[config.mk]
export PLATFORM = sky130hd
export DESIGN_NAME = fifo_irq_ctrl
export DESIGN_NICKNAME = d
export VERILOG_FILES = /design/src/rtl/fic_pkg.sv /design/src/rtl/fic_byte_fifo.sv /design/src/rtl/fic_trail_timer.sv /design/src/rtl/fifo_irq_ctrl.sv
export SDC_FILE = /design/constraint.sdc
export NUM_CORES = 1
export LEC_CHECK = 0
export BUFFER_PORTS_ARGS = -buffer_cell sky130_fd_sc_hd__buf_4
export CAP_MARGIN = 10
export CORE_ASPECT_RATIO = 0.5
export CORE_MARGIN = 2
export CORE_UTILIZATION = 65
export DETAILED_ROUTE_END_ITERATION = 8
export HOLD_SLACK_MARGIN = 0.15
export PLACE_DENSITY_LB_ADDON = 0.2
export SLEW_MARGIN = 30
export SYNTH_ARGS = -nofsm -noshare
export SYNTH_HDL_FRONTEND = slang
export SYNTH_SLANG_ARGS = --single-unit
[constraint.sdc]
create_clock -name clk_i -period 7.4 [get_ports clk_i]
set_clock_uncertainty 0.1 [all_clocks]
set_input_delay 1.48 -clock clk_i [delete_from_list [all_inputs] [get_ports clk_i]]
set_output_delay 1.48 -clock clk_i [all_outputs]
set_load 0.1 [all_outputs]
[src/rtl/fic_pkg.sv]
package fic_pkg;
  localparam int unsigned LVL_FW  = 7;   // level / trigger field width
  localparam int unsigned STAT_W  = 7;
  localparam int unsigned TRAIL_W = 4;

  localparam logic [2:0] A_CTRL  = 3'd0;
  localparam logic [2:0] A_TRAIL = 3'd1;
  localparam logic [2:0] A_IEN   = 3'd2;
  localparam logic [2:0] A_STAT  = 3'd3;
  localparam logic [2:0] A_FSTAT = 3'd4;
  localparam logic [2:0] A_TXD   = 3'd5;
  localparam logic [2:0] A_RXD   = 3'd6;

  // status bit positions
  localparam int unsigned S_TX_AE  = 0;
  localparam int unsigned S_RX_AF  = 1;
  localparam int unsigned S_TX_UNF = 2;
  localparam int unsigned S_TX_OVF = 3;
  localparam int unsigned S_RX_UNF = 4;
  localparam int unsigned S_RX_OVF = 5;
  localparam int unsigned S_TRAIL  = 6;
endpackage

[src/rtl/fic_byte_fifo.sv]
module fic_byte_fifo #(
  parameter int unsigned DEPTH = 16,
  localparam int unsigned AW = (DEPTH > 1) ? $clog2(DEPTH) : 1,
  localparam int unsigned CW = $clog2(DEPTH + 1)
) (
  input  logic          clk_i,
  input  logic          rst_ni,
  input  logic          en_i,
  input  logic          push_i,
  input  logic [7:0]    din_i,
  input  logic          pop_i,
  output logic [7:0]    dout_o,
  output logic [CW-1:0] level_o,
  output logic          full_o,
  output logic          empty_o,
  output logic          ovf_o,
  output logic          unf_o
);
  logic [7:0]    mem_q [DEPTH];
  logic [AW-1:0] wr_q, rd_q;
  logic [CW-1:0] cnt_q;
  logic          do_push, do_pop;

  function automatic logic [AW-1:0] nxt(input logic [AW-1:0] p);
    return (p == AW'(DEPTH - 1)) ? '0 : p + 1'b1;
  endfunction

  assign full_o  = (cnt_q == CW'(DEPTH));
  assign empty_o = (cnt_q == '0);
  assign ovf_o   = en_i & push_i & full_o;
  assign unf_o   = en_i & pop_i & empty_o;
  assign do_push = en_i & push_i & ~full_o;
  assign do_pop  = en_i & pop_i & ~empty_o;
  assign dout_o  = empty_o ? 8'h00 : mem_q[rd_q];
  assign level_o = cnt_q;

  always_ff @(posedge clk_i) begin
    if (do_push) mem_q[wr_q] <= din_i;
  end

  always_ff @(posedge clk_i or negedge rst_ni) begin
    if (!rst_ni) begin
      wr_q  <= '0;
      rd_q  <= '0;
      cnt_q <= '0;
    end else if (!en_i) begin
      wr_q  <= '0;
      rd_q  <= '0;
      cnt_q <= '0;
    end else begin
      if (do_push) wr_q <= nxt(wr_q);
      if (do_pop)  rd_q <= nxt(rd_q);
      case ({do_push, do_pop})
        2'b10:   cnt_q <= cnt_q + 1'b1;
        2'b01:   cnt_q <= cnt_q - 1'b1;
        default: cnt_q <= cnt_q;
      endcase
    end
  end

  AST_LEVEL_BOUND: assert property (@(posedge clk_i) disable iff (!rst_ni)
    level_o <= CW'(DEPTH));
  AST_DISABLE_FLUSH: assert property (@(posedge clk_i) disable iff (!rst_ni)
    !en_i |=> level_o == '0);
  AST_OVF_DROPS: assert property (@(posedge clk_i) disable iff (!rst_ni)
    ovf_o && !pop_i |=> $stable(level_o));
  AST_UNF_ZERO: assert property (@(posedge clk_i) disable iff (!rst_ni)
    unf_o |-> dout_o == 8'h00);
endmodule

[src/rtl/fic_trail_timer.sv]
module fic_trail_timer #(
  parameter int unsigned CW = 4
) (
  input  logic          clk_i,
  input  logic          rst_ni,
  input  logic          cond_i,    // partial data waiting
  input  logic          arrive_i,  // byte arriving this cycle
  input  logic [CW-1:0] limit_i,
  output logic          fire_o
);
  logic [CW-1:0] idle_q;

  assign fire_o = cond_i & ~arrive_i & (idle_q == limit_i);

  always_ff @(posedge clk_i or negedge rst_ni) begin
    if (!rst_ni)                  idle_q <= '0;
    else if (arrive_i || !cond_i) idle_q <= '0;
    else if (idle_q != limit_i)   idle_q <= idle_q + 1'b1;
  end

  AST_NO_FIRE_ON_ARRIVAL: assert property (@(posedge clk_i) disable iff (!rst_ni)
    arrive_i |-> !fire_o);
endmodule

[src/rtl/fifo_irq_ctrl.sv]
module fifo_irq_ctrl
  import fic_pkg::*;
#(
  parameter int unsigned DEPTH = 16,
  localparam int unsigned CW = $clog2(DEPTH + 1)
) (
  input  logic        clk_i,
  input  logic        rst_ni,
  input  logic        reg_wr_i,
  input  logic        reg_rd_i,
  input  logic [2:0]  reg_addr_i,
  input  logic [31:0] reg_wdata_i,
  output logic [31:0] reg_rdata_o,
  input  logic        tx_pop_i,
  output logic [7:0]  tx_data_o,
  input  logic        rx_push_i,
  input  logic [7:0]  rx_data_i,
  output logic        irq_o
);
  logic              rx_en_q, tx_en_q;
  logic [LVL_FW-1:0] rx_trig_q, tx_trig_q;
  logic [TRAIL_W-1:0] trail_q;
  logic [STAT_W-1:0] ien_q, stat_q, stat_set, w1c;
  logic              irq_q;

  logic [CW-1:0] tx_cnt, rx_cnt;
  logic [LVL_FW-1:0] tx_lvl, rx_lvl;
  logic tx_full, tx_empty, tx_ovf, tx_unf;
  logic rx_full, rx_empty, rx_ovf, rx_unf;
  logic [7:0] rx_dout;
  logic tx_push, rx_pop, trail_cond, trail_fire;

  logic unused_wdata;
  assign unused_wdata = ^{reg_wdata_i[31:23], reg_wdata_i[15:11], reg_wdata_i[3:2]};

  assign tx_push = reg_wr_i && (reg_addr_i == A_TXD);
  assign rx_pop  = reg_rd_i && (reg_addr_i == A_RXD);

  fic_byte_fifo #(.DEPTH(DEPTH)) u_tx_fifo (
    .clk_i, .rst_ni, .en_i(tx_en_q), .push_i(tx_push), .din_i(reg_wdata_i[7:0]),
    .pop_i(tx_pop_i), .dout_o(tx_data_o), .level_o(tx_cnt), .full_o(tx_full),
    .empty_o(tx_empty), .ovf_o(tx_ovf), .unf_o(tx_unf));

  fic_byte_fifo #(.DEPTH(DEPTH)) u_rx_fifo (
    .clk_i, .rst_ni, .en_i(rx_en_q), .push_i(rx_push_i), .din_i(rx_data_i),
    .pop_i(rx_pop), .dout_o(rx_dout), .level_o(rx_cnt), .full_o(rx_full),
    .empty_o(rx_empty), .ovf_o(rx_ovf), .unf_o(rx_unf));

  assign tx_lvl = LVL_FW'(tx_cnt);
  assign rx_lvl = LVL_FW'(rx_cnt);

  assign trail_cond = rx_en_q && (rx_lvl != '0) && (rx_lvl < rx_trig_q);

  fic_trail_timer #(.CW(TRAIL_W)) u_trail (
    .clk_i, .rst_ni, .cond_i(trail_cond), .arrive_i(rx_push_i),
    .limit_i(trail_q), .fire_o(trail_fire));

  always_comb begin
    stat_set           = '0;
    stat_set[S_TX_AE]  = tx_en_q && (tx_lvl <= tx_trig_q);
    stat_set[S_RX_AF]  = rx_en_q && (rx_lvl >= rx_trig_q);
    stat_set[S_TX_UNF] = tx_unf;
    stat_set[S_TX_OVF] = tx_ovf;
    stat_set[S_RX_UNF] = rx_unf;
    stat_set[S_RX_OVF] = rx_ovf;
    stat_set[S_TRAIL]  = trail_fire;
    w1c = (reg_wr_i && reg_addr_i == A_STAT) ? reg_wdata_i[STAT_W-1:0] : '0;
  end

  always_ff @(posedge clk_i or negedge rst_ni) begin
    if (!rst_ni) begin
      rx_en_q   <= 1'b0;
      tx_en_q   <= 1'b0;
      rx_trig_q <= '0;
      tx_trig_q <= '0;
      trail_q   <= '0;
      ien_q     <= '0;
      stat_q    <= '0;
      irq_q     <= 1'b0;
    end else begin
      stat_q <= (stat_q & ~w1c) | stat_set;
      irq_q  <= |(stat_q & ien_q);
      if (reg_wr_i) begin
        case (reg_addr_i)
          A_CTRL: begin
            rx_en_q   <= reg_wdata_i[0];
            tx_en_q   <= reg_wdata_i[1];
            rx_trig_q <= reg_wdata_i[10:4];
            tx_trig_q <= reg_wdata_i[22:16];
          end
          A_TRAIL: trail_q <= reg_wdata_i[TRAIL_W-1:0];
          A_IEN:   ien_q   <= reg_wdata_i[STAT_W-1:0];
          default: ;
        endcase
      end
    end
  end

  assign irq_o = irq_q;

  always_comb begin
    reg_rdata_o = '0;
    case (reg_addr_i)
      A_CTRL: begin
        reg_rdata_o[0]     = rx_en_q;
        reg_rdata_o[1]     = tx_en_q;
        reg_rdata_o[10:4]  = rx_trig_q;
        reg_rdata_o[22:16] = tx_trig_q;
      end
      A_TRAIL: reg_rdata_o[TRAIL_W-1:0] = trail_q;
      A_IEN:   reg_rdata_o[STAT_W-1:0]  = ien_q;
      A_STAT:  reg_rdata_o[STAT_W-1:0]  = stat_q;
      A_FSTAT: begin
        reg_rdata_o[6:0]   = tx_lvl;
        reg_rdata_o[7]     = tx_full;
        reg_rdata_o[8]     = tx_empty;
        reg_rdata_o[22:16] = rx_lvl;
        reg_rdata_o[23]    = rx_full;
        reg_rdata_o[24]    = rx_empty;
      end
      A_RXD:   reg_rdata_o[7:0] = rx_dout;
      default: ;
    endcase
  end

  AST_TX_AE_SET: assert property (@(posedge clk_i) disable iff (!rst_ni)
    tx_en_q && (tx_lvl <= tx_trig_q) |=> stat_q[S_TX_AE]);
  AST_RX_AF_SET: assert property (@(posedge clk_i) disable iff (!rst_ni)
    rx_en_q && (rx_lvl >= rx_trig_q) |=> stat_q[S_RX_AF]);
  AST_TRAIL_CAUSE: assert property (@(posedge clk_i) disable iff (!rst_ni)
    $rose(stat_q[S_TRAIL]) |-> $past(rx_en_q && rx_lvl != '0 && rx_lvl < rx_trig_q));
  AST_W1C_ZERO_KEEPS: assert property (@(posedge clk_i) disable iff (!rst_ni)
    reg_wr_i && reg_addr_i == A_STAT && ((reg_wdata_i[STAT_W-1:0] & stat_q) == '0)
    |=> ((stat_q & $past(stat_q)) == $past(stat_q)));
  AST_IRQ_SOURCE: assert property (@(posedge clk_i) disable iff (!rst_ni)
    $rose(irq_o) |-> $past(|(stat_q & ien_q)));
endmodule

Yosys cells after proc, flatten, opt, wreduce, memory -nomap -nowiden
Memory sizes are Yosys's and may differ from the RTL's. Index checks and enable logic that the tools add are counted.

Register bits after elaboration: 65. Memory bits (writable): 256. Output and inout bits: 41. Word-level logic and storage cells: 127. Memories kept: 2.

Memories: u_rx_fifo.mem_q (depth 16, width 8, read ports 1, clocked after Yosys merged registers in 0, wr ports 1, RTL line fic_byte_fifo.sv:19) `logic [7:0] mem_q [DEPTH];`; u_tx_fifo.mem_q (depth 16, width 8, read ports 1, clocked after Yosys merged registers in 0, wr ports 1, RTL line fic_byte_fifo.sv:19).

$add $sub $neg: 9. Magnitude comparators: 3. Eq/ne operators: 24. Mux-type cells: 33. Bitwise operators: 23. Reduce and logical (&&, ||, !) cells: 18.

Operator list (count): 4-bit two-way mux (14); 4-bit by 1-bit adder with 4-bit output (second input constant) (5); 5-bit one-hot mux with 2 select lines (2); 4-bit equality test (second input constant) (4); 8-bit two-way mux (2); 3-bit one-hot mux with 5 select lines (1); 1-bit AND (14); 7-bit AND (2); 7-bit one-hot mux with 2 select lines (1); 2-bit one-hot mux with 6 select lines (1); 5-bit by 1-bit adder with 5-bit output (second input constant) (2); 5-bit equality test (second input constant) (2); 5-bit logical NOT (2); 5-bit two-way mux (2); 2-bit one-hot mux with 5 select lines (1); 5-bit by 1-bit subtractor with 5-bit output (second input constant) (2); 3-bit equality test (second input constant) (3); 2-bit by 1-bit inequality test with 1-bit output (second input constant) (4); 5-bit by 7-bit >= comparator with 1-bit output (1); 5-bit by 7-bit <= comparator with 1-bit output (1); 1-bit logical AND (7); 5-bit by 7-bit less-than comparator with 1-bit output (1); 7-bit two-way mux (1); 7-bit NOT (1); 20 further kinds (34).

Logic depth before layout (Yosys ltp)
Gate-level depths: netlist of the first run.

Depth in word-level cells: 7. Gate-level depth with buffers: 11. Gate-level depth less buffers: 10.

By module
A second synthesis of the first run with hierarchy kept.

Cells, all modules: 940. Area total of the unflattened synthesis: 14570.2 µm².

Modules (own cells, without submodules): fic_byte_fifo (u_rx_fifo) (instances 1, cells each 373, area an instance 6010.8 µm², seq. area each 4169.0 µm²); fic_byte_fifo (u_tx_fifo) (instances 1, cells each 311, area an instance 5994.5 µm², seq. area each 4169.0 µm²); fifo_irq_ctrl (instances 1, cells each 229, area an instance 2285.9 µm², seq. area each 875.8 µm²); fic_trail_timer (instances 1, cells each 27, area an instance 279.0 µm², seq. area each 100.1 µm²).

Worst setup path before layout of the first run
OpenSTA, ideal clock, no wires.

Kind: input -> output. From: input reg_addr_i[2]. To: output reg_rdata_o[24]. Data arrival time: 4.262 ns. Data required time: 5.820 ns. Path slack: 1.558 ns. Stages on the path: 4. Path buffers: 2. Cells stage by stage: clkbuf_1 buf_1 nand2_1 nor3_1.

Word-level cells in the longest chain between the ends: 2.

Ends and longest elaborated chain: start, declared (RTL line fifo_irq_ctrl.sv:11) `input logic [2:0] reg_addr_i,`; 3-bit equality test (RTL line fifo_irq_ctrl.sv:103) `case (reg_addr_i)`; 2-bit two-way mux (RTL line fifo_irq_ctrl.sv:103); end, declared (RTL line fifo_irq_ctrl.sv:13) `output logic [31:0] reg_rdata_o,`.

No other way between the ends.

Worst setup path after layout of the first run
From: register u_rx_fifo.rd_q[0]. To: output reg_rdata_o[3].

Word-level cells in the longest chain between the ends: 3.

Ends and longest elaborated chain: start, declared (RTL line fic_byte_fifo.sv:20) `logic [AW-1:0] wr_q, rd_q;`; start signal, assigned (RTL line fic_byte_fifo.sv:52) `if (do_pop) rd_q <= nxt(rd_q);`; memory 16 x 8 bit; 8-bit two-way mux (RTL line fic_byte_fifo.sv:34) `assign dout_o = empty_o ? 8'h00 : mem_q[rd_q];`; 2-bit one-hot mux with 5 select lines (RTL line fifo_irq_ctrl.sv:103).

No other way between the ends.

==> results of run 1 <==
routing by layer:
metal	track usage (%)	wire length, um
met3	4.71	1800
met2	45.1	15100
met4	5.89	478
met1	35.1	11700
met5	0	0
sequential cells by signal (all words and copies together) (netlist names):
name	cells
stat_q	7
irq_o	1
u_rx_fifo.rd_q	4
ien_q	7
tx_en_q	1
u_trail.idle_q	4
u_tx_fifo.mem_q	128
u_tx_fifo.rd_q	4
rx_en_q	1
u_rx_fifo.wr_q	4
u_tx_fifo.wr_q	4
rx_trig_q	7
u_rx_fifo.level_o	5
tx_trig_q	7
u_tx_fifo.level_o	5
trail_q	4
u_rx_fifo.mem_q	128
how the worst min path moves through the flow:
stage	end	cells past startpoint	slack, ns
final	tx_trig_q[5]	1	0.44
after detailed placement	tx_trig_q[5]	1	0.42
after floorplan	stat_q[5]	2	0.37
after global placement	ien_q[1]	1	0.42
after CTS	tx_trig_q[5]	1	0.44
after global routing	tx_trig_q[6]	1	0.46
per-stage QoR:
stage / setup WS [ns] / util, % / instances
global placement: 2.79 / 68.8 / 1206
global route: 2.17 / 73.0 / 1255
CTS: 2.29 / 72.9 / 1255
detailed placement: 2.78 / 68.8 / 1206
floorplan: 1.56 / - / 902
finish: 2.35 / 73.0 / 1255
critical path, delay by kind of cell (launching register included):
kind                   cells  cell delay (ns)
AND/OR/NAND/NOR            1             0.14
multiplexers               1             0.56
buffers and inverters      2             0.71
flip-flops                 1             0.72
AO/OA/AOI/OAI              3             0.78
cell usage after synthesis (5+ instances only):
cell	instances	area share (%)
clkbuf_1	32	0.85
a21oi_1	23	0.81
o21ai_0	25	0.88
mux2_2	25	2.0
nand2_1	50	1.3
inv_1	22	0.58
edfxtp_1	256	54
ha_1	24	2.1
xnor2_1	5	0.31
and2_1	39	1.7
o211ai_1	5	0.26
mux4_2	73	12
a22oi_1	6	0.32
nor3_1	7	0.25
nand3_1	17	0.60
nor2b_1	11	0.48
a22o_1	6	0.37
dfrtp_1	65	11
buf_4	12	0.63
nor4_1	5	0.22
nor2_1	38	1.0
a31oi_1	10	0.44
mux2i_1	23	1.6
xor2_1	11	0.68
and3_1	18	0.79
buf_2	12	0.42
logic make-up after synthesis:
kind of cell               count (synthesis)  synth area share [%]
muxes                                    121                  15.2
other                                      1                0.0264
adders and majority gates                 24                  2.11
xor gates and xnor gates                  16                 0.986
buffers and inverters                     86                  2.85
AOI/OAI and AO/OA                        115                  5.69
and+or+nand+nor                          207                  7.60
DFF                                      321                  65.6
power by group through the flow:
stage | combinational (mW) | clock, mW | sequential (mW)
3_5_place_dp | 1.03 | 0 | 2.17
4_1_cts | 1.03 | 1.47 | 2.14
5_1_grt | 1.10 | 1.54 | 2.15
2_1_floorplan | 0.836 | 0 | 2.13
3_3_place_gp | 1.00 | 0 | 2.17
6_report | 1.03 | 1.46 | 2.14
cell type report:
class                   count  share of cell area [%]
multi-input cells         495                    28.9
repair buffers             67                    3.20
clock inverters            16                    1.16
clock buffers              33                    4.57
well taps                 300                    2.39
flip-flops and latches    321                    59.3
inverters                  23                   0.549
==> results.yml, run 1 <==
logic_synthesis:
  ys_seq_area_share_pct: 65.6
  yosysUniqueCellTypes: 63
  ys.flop_type: "edfxtp_1"
  async_flop_share_pct: 20.2
  syn_avg_cell_area_um2: 15.9
  ys_seq_elements: 321
  yosys_warnings: 0
  syn_area_um2: 14200
  synth_enable_flop_cells: 256
  netlist_instances: 891
clocking:
  cts_tree: "yes"
  clk_path_buf_depth: 3
  htree_levels: 1
  hold_buffers: 0
  clock_latency_ns: 0.54
  path_clk_slew_ns: 0.07
  ctsResizeCount: 0
  clockRootBuffer: "clkbuf_16"
  cts_buffers: 27
  cts.sinks: 321
  post_cts_buffers: 0
worst_setup_path:
  cp-endpoint: "reg_rdata_o[3]"
  cp_data_arrival_time_ns: 3.47
  critPathLaunch: "u_rx_fifo.rd_q[0]"
  cp.required_ns: 5.82
  cp_common_cell: "buf_4"
  cpPeakStageDelay_ns: 0.72
  worstPathCellList: "buf_4 -> mux4_2 -> nor2b_1 -> a211oi_1 -> a21oi_1 -> a221o_1 -> buf_4"
  crit_type: "reg -> out"
  critPathLaunchType: "register"
  crit_fanout: 20
  rrSetupSlack_ns: 4.06
  cp_slowest_cell: "dfrtp_2"
  reg2reg_from: "u_tx_fifo.level_o[1]"
  r2r_end: "u_tx_fifo.level_o[4]"
  cp-end-kind: "primary output"
  reg2reg_depth: 9
power_and_ir_drop:
  max-vdd-ir-drop_v: 0.000282
  switching_share_pct: 30.6
  seqPwrFrac_pct: 46.3
  p_clk_share_pct: 31.5
  cellPowerDensity_nw_per_um2: 294
  p_switching_mw: 1.41
  p_int_mw: 3.21
  power_mw: 4.63
  leakagePower_nw: 5.52
  p_comb_share_pct: 22.3
routing:
  dr.pass1.iters: 5
  viasPerCell: 6.32
  wire_per_inst_um: 23.1
  drc: 0
  wl_um: 29000
  dr_total_vias: 7935
  ant_nets: 0
  drt_iter0_drc: 696
place:
  hpwlAfterDp_um: 18400
  place_area_um2: 14800
  port_buffers: 63
  routabilityCongestion: 0.853
global_route:
  grt_pass1_wl_um: 44500
  grt_max_degree: 66
  antenna_found_initial: 0
  grt-ovfl-total: 0
  grt_pass1_vias: 7897
  grt.total_usage_pct: 26.0
floorplan:
  die_x_um: 213
  core.rowCount: 38
  start_util_pct: 66.0
  pin_count: 90
  core-area_um2: 21500
  die_y_um: 109
  dieArea_um2: 23100
sta:
  setup_viol: 0
  worstMarginPinSlew_ns: 0.945
  rsz0062_at_grt: "false"
  fin_crit_sh_pct: 68.3
  drv_slew: 0
  setup_tns_ns: 0
  max_freq_mhz: 198
  hold_violations: 0
  hold_slack_ns: 0.444
  maxSlewHeadroom_pct: 37.0
  period_minus_slack_ns: 5.05
hold_path:
  hold_start: "tx_trig_q[5]"
  hold_path.class: "reg -> reg"
finish:
  layout_common_cells: "edfxtp_1 (256), mux4_2 (73), buf_4 (67)"
  final_common_cell: "edfxtp_1"
  seq_area_um2: 9320
  layout-drive-gt1-share_pct: 22.4
  nets: 1008
  syn_to_final_growth_pct: 10.6
  antennaDiodeCount: 0
  multiInputGateArea_um2: 4540
  final_area_um2: 15700
  fillers: 1336
status:
  status: "finished, final reports clean"
run:
  maxCapViolCount: 0
No activity file was read; power rests on OpenSTA's default activity.
==> inputs of run 2 (changes only) <==
- CORE_UTILIZATION: 65 -> 55
- clock period: 7.4 -> 4.6 ns (I/O delays scaled with it)
==> run 2 against run 1 <==
  * Cell count rose by 4.4%
  * Die area rose by 18%
  * First-iteration DRC count rose by 5.5%
  * Worst setup slack got worse by 2.0 ns
  * Worst hold slack got worse by 0.079 ns
  * Non-clock buffer count rose by 8
  * Clock power rose by 70%
  * Critical endpoint is now tx_data_o[0]
  * Largest cell class unchanged
  * Largest power group unchanged
==> results.yml, run 2 (synthesis results as in run 1) <==
clocking:
  clockRootBuffer: "clkbuf_16"
  ctsResizeCount: 0
  cts_tree: "yes"
  clock_latency_ns: 0.55
  htree_levels: 1
  cts_buffers: 28
  hold_buffers: 0
  cts.sinks: 321
  clk_path_buf_depth: 3
  path_clk_slew_ns: 0.07
  post_cts_buffers: 0
sta:
  worstMarginPinSlew_ns: 0.898
  max_freq_mhz: 238
  hold_violations: 0
  hold_slack_ns: 0.365
  period_minus_slack_ns: 4.21
  drv_slew: 0
  fin_crit_sh_pct: 91.5
  rsz0062_at_grt: "false"
  setup_tns_ns: 0
  setup_viol: 0
  fin_ws_ns: 0.390
  maxSlewHeadroom_pct: 40.1
global_route:
  grt-ovfl-total: 0
  grt.total_usage_pct: 22.3
  antenna_found_initial: 0
  grt_pass1_wl_um: 46400
  grt_pass1_vias: 8080
  grt_max_degree: 66
finish:
  seq_area_um2: 9320
  final_common_cell: "edfxtp_1"
  final_area_um2: 15900
  antennaDiodeCount: 0
  reg.largest.list: "u_rx_fifo.mem_q (128), u_tx_fifo.mem_q (128)"
  layout-drive-gt1-share_pct: 23.3
  fillers: 1786
  layout_common_cells: "edfxtp_1 (256), buf_4 (75), mux4_2 (73)"
  layout.cells.non_filler: 1310
  syn_to_final_growth_pct: 11.9
  multiInputGateArea_um2: 4540
  post-route-util_pct: 62.9
  nets: 1017
worst_setup_path:
  rrSetupSlack_ns: 1.38
  crit_fanout: 25
  crit_type: "reg -> out"
  cp_data_arrival_time_ns: 3.19
  cp-end-kind: "primary output"
  critPathLaunchType: "register"
  reg2reg_depth: 9
  cp.required_ns: 3.58
floorplan:
  pin_count: 90
  die_x_um: 231
  die_y_um: 118
  core.rowCount: 41
  start_util_pct: 56.2
  dieArea_um2: 27200
  core-area_um2: 25300
power_and_ir_drop:
  cellPowerDensity_nw_per_um2: 477
  leakagePower_nw: 5.60
  power_mw: 7.58
  max-vdd-ir-drop_v: 0.000351
routing:
  drt_iter0_drc: 734
  ant_nets: 0
  wire_per_inst_um: 22.4
  drc: 0
  wl_met3_um: 1530
  dr_total_vias: 7897
  m1WireLength_um: 12700
  wl_um: 29300
  wl_met2_um: 14400
  viasPerCell: 6.03
  top_layer_used: "met4"
  dr.pass1.iters: 5
place:
  place_area_um2: 14900
  port_buffers: 63
  routabilityCongestion: 0.837
  dp_slack_ns: 0.904
  dp.cells: 1258
  hpwlAfterDp_um: 19300
status:
  status: "finished, final reports clean"
run:
  maxCapViolCount: 0
hold_path:
  hold_path.class: "in -> async"
run 2: worst paths after layout:
path / end / startpoint
min in group clk_i: ien_q[6] / ien_q[6]
setup / recovery: tx_data_o[0] / u_tx_fifo.rd_q[0]
setup reg to reg: u_tx_fifo.level_o[4] / u_tx_fifo.level_o[1]
max in group asynchronous: u_rx_fifo.rd_q[0] / rst_ni
hold / removal: u_tx_fifo.rd_q[1] / rst_ni
hold reg to reg: ien_q[6] / ien_q[6]
run 2: cell type report:
| cell class | instances | area share (%) |
|---|---|---|
| inverter | 23 | 0.543 |
| sequential | 321 | 58.6 |
| clock inverter | 16 | 1.25 |
| tap | 344 | 2.71 |
| multi-input combinational | 495 | 28.6 |
| timing repair buffer | 75 | 3.54 |
| clock buffer | 36 | 4.79 |
run 2: where the power goes:
group / total [mW] / leakage, nW / switching [mW] / internal [mW]
clock: 2.48 / 0.474 / 1.03 / 1.45
combinational: 1.62 / 1.99 / 1.04 / 0.576
sequential: 3.48 / 3.13 / 0.223 / 3.26
total: 7.58 / 5.60 / 2.30 / 5.28
run 2: routing by layer:
metal  vias to the layer above  GRT usage [%]
met3                        57           3.75
li1                       3545              -
met1                      4068           30.9
met4                         0           5.69
met2                       227           37.1
met5                         -              0
run 2: worst max-delay path: stages, from the launching register on:
cell and delay, ns:
dfrtp_2 0.86, buf_4 0.32, mux4_2 0.54, mux4_2 0.49
and2_1 0.17, buf_4 0.23
==> inputs of run 3 (changes only) <==
- PLACE_DENSITY: not set -> 0.72
- PLACE_DENSITY_LB_ADDON: 0.2 -> not set
==> run 3 against run 2 <==
  * Cell count down 0.46%
  * Register-to-register slack lost 0.10 ns
  * Core utilization fell by 0.47 points
  * Power fell by 2.9%
  * Non-clock buffer count down 3
  * Combinational power about the same
  * Final area down 0.76%
  * Critical path depth grew 1
  * Clock-buffer cell count is 6 higher
  * Critical endpoint is now reg_rdata_o[6]
  * Worst setup slack improved by 0.016 ns
==> results.yml, run 3 (synthesis results as in run 1) <==
global_route:
  grt-ovfl-total: 0
  grt_pass1_wl_um: 46000
  grt.total_usage_pct: 22.3
  grt_max_degree: 66
  grt_pass1_vias: 7887
  antenna_found_initial: 0
finish:
  final_common_cell: "edfxtp_1"
  nets: 1013
  layout-drive-gt1-share_pct: 22.7
  antennaDiodeCount: 0
  syn_to_final_growth_pct: 11.1
  layout.cells.non_filler: 1304
  layout_common_cells: "edfxtp_1 (256), mux4_2 (73), buf_4 (71)"
  reg.largest.list: "u_rx_fifo.mem_q (128), u_tx_fifo.mem_q (128)"
routing:
  ant_nets: 0
  dr.pass1.iters: 6
  wl_um: 29500
  dr_total_vias: 7900
  viasPerCell: 6.06
  drc: 0
  wire_per_inst_um: 22.6
  drt_iter0_drc: 615
clocking:
  htree_levels: 1
  clock_latency_ns: 0.54
  post_cts_buffers: 0
  cts_buffers: 27
  path_clk_slew_ns: 0.07
  clk_path_buf_depth: 3
  cts_tree: "yes"
  ctsResizeCount: 0
  clockRootBuffer: "clkbuf_16"
  hold_buffers: 0
  cts.sinks: 321
floorplan:
  dieArea_um2: 27200
  pin_count: 90
  core.rowCount: 41
  core-area_um2: 25300
  die_x_um: 231
  die_y_um: 118
  start_util_pct: 56.2
power_and_ir_drop:
  switching_share_pct: 30.9
  cellPowerDensity_nw_per_um2: 467
  seqPwrFrac_pct: 47.1
  p_int_mw: 5.09
  max-vdd-ir-drop_v: 0.000271
  p_clk_share_pct: 30.6
  power_mw: 7.36
  p_comb_share_pct: 22.3
  p_switching_mw: 2.27
  leakagePower_nw: 5.53
worst_setup_path:
  cp_data_arrival_time_ns: 3.17
  crit_type: "reg -> out"
  cp-end-kind: "primary output"
  crit_fanout: 25
  worstPathCellList: "buf_12 -> mux4_2 -> mux2_2 -> a21oi_1 -> o22ai_1 -> buf_4"
  cpPeakStageDelay_ns: 0.71
  cp.required_ns: 3.58
  critPathBufInv: 2
  cp_slowest_cell: "dfrtp_2"
  critPathLaunchType: "register"
  critical-path-top-delay-family: "multiplexers"
  rrSetupSlack_ns: 1.28
sta:
  maxSlewHeadroom_pct: 43.7
  drv_slew: 0
  worstMarginPinSlew_ns: 0.845
  fin_ws_ns: 0.406
  fin_crit_sh_pct: 91.2
  setup_viol: 0
  rsz0062_at_grt: "false"
  max_freq_mhz: 238
  hold_violations: 0
  period_minus_slack_ns: 4.19
  setup_tns_ns: 0
place:
  port_buffers: 63
  dp.cells: 1255
  hpwlAfterDp_um: 19200
  dp_slack_ns: 0.919
  routabilityCongestion: 0.837
run:
  maxCapViolCount: 0
status:
  status: "finished, final reports clean"
hold_path:
  hold_path.class: "in -> async"
run 3: changes by cell type in the layout (fill, tap and decap cells not counted), sizes merged:
cell	before	now
clkbuf	36	42
buf	75	72
clkinv	12	6
bufinv	5	2
run 3: worst paths after layout:
check                                startpoint                    to  cells after the start
max                           u_rx_fifo.rd_q[0]        reg_rdata_o[6]                      6
min                                      rst_ni  u_tx_fifo.level_o[1]                      1
max reg2reg                u_tx_fifo.level_o[1]  u_tx_fifo.level_o[4]                      9
min reg2reg                           stat_q[2]             stat_q[2]                      1
max in group asynchronous                rst_ni     u_rx_fifo.rd_q[0]                      1
min in group clk_i                    stat_q[2]             stat_q[2]                      1
run 3: final cells by class:
class / count / area, um2
clock inverters: 7 / 88.8
clock buffers: 42 / 762
repair buffers: 72 / 553
inverters: 23 / 86.3
multi-input cells: 495 / 4540
fillers: 1842 / 9510
well taps: 344 / 430
flip-flops and latches: 321 / 9320
run 3: per-layer routing:
layer,vias up,global-route usage (%),wire [um]
met3,48,3.92,1470
met4,0,4.84,584
met1,4093,31.0,12700
met2,226,37.3,14700
met5,-,0,0
li1,3533,-,-
run 3: through the flow:
stage          util [%]  instance area, um2  hold WS, ns
3_5_place_dp       59.0               14900        0.423
6_report           62.4               15800        0.376
3_3_place_gp       59.0               14900        0.418
5_1_grt            62.4               15800        0.437
2_1_floorplan         -               14300        0.368
4_1_cts            62.4               15800        0.405
run 3: power groups by stage:
stage,sequential [mW],clock (mW),combinational (mW)
2_1_floorplan,3.42,0,1.35
3_3_place_gp,3.52,0,1.60
3_5_place_dp,3.53,0,1.64
4_1_cts,3.47,2.29,1.64
5_1_grt,3.49,2.41,1.76
6_report,3.47,2.25,1.64
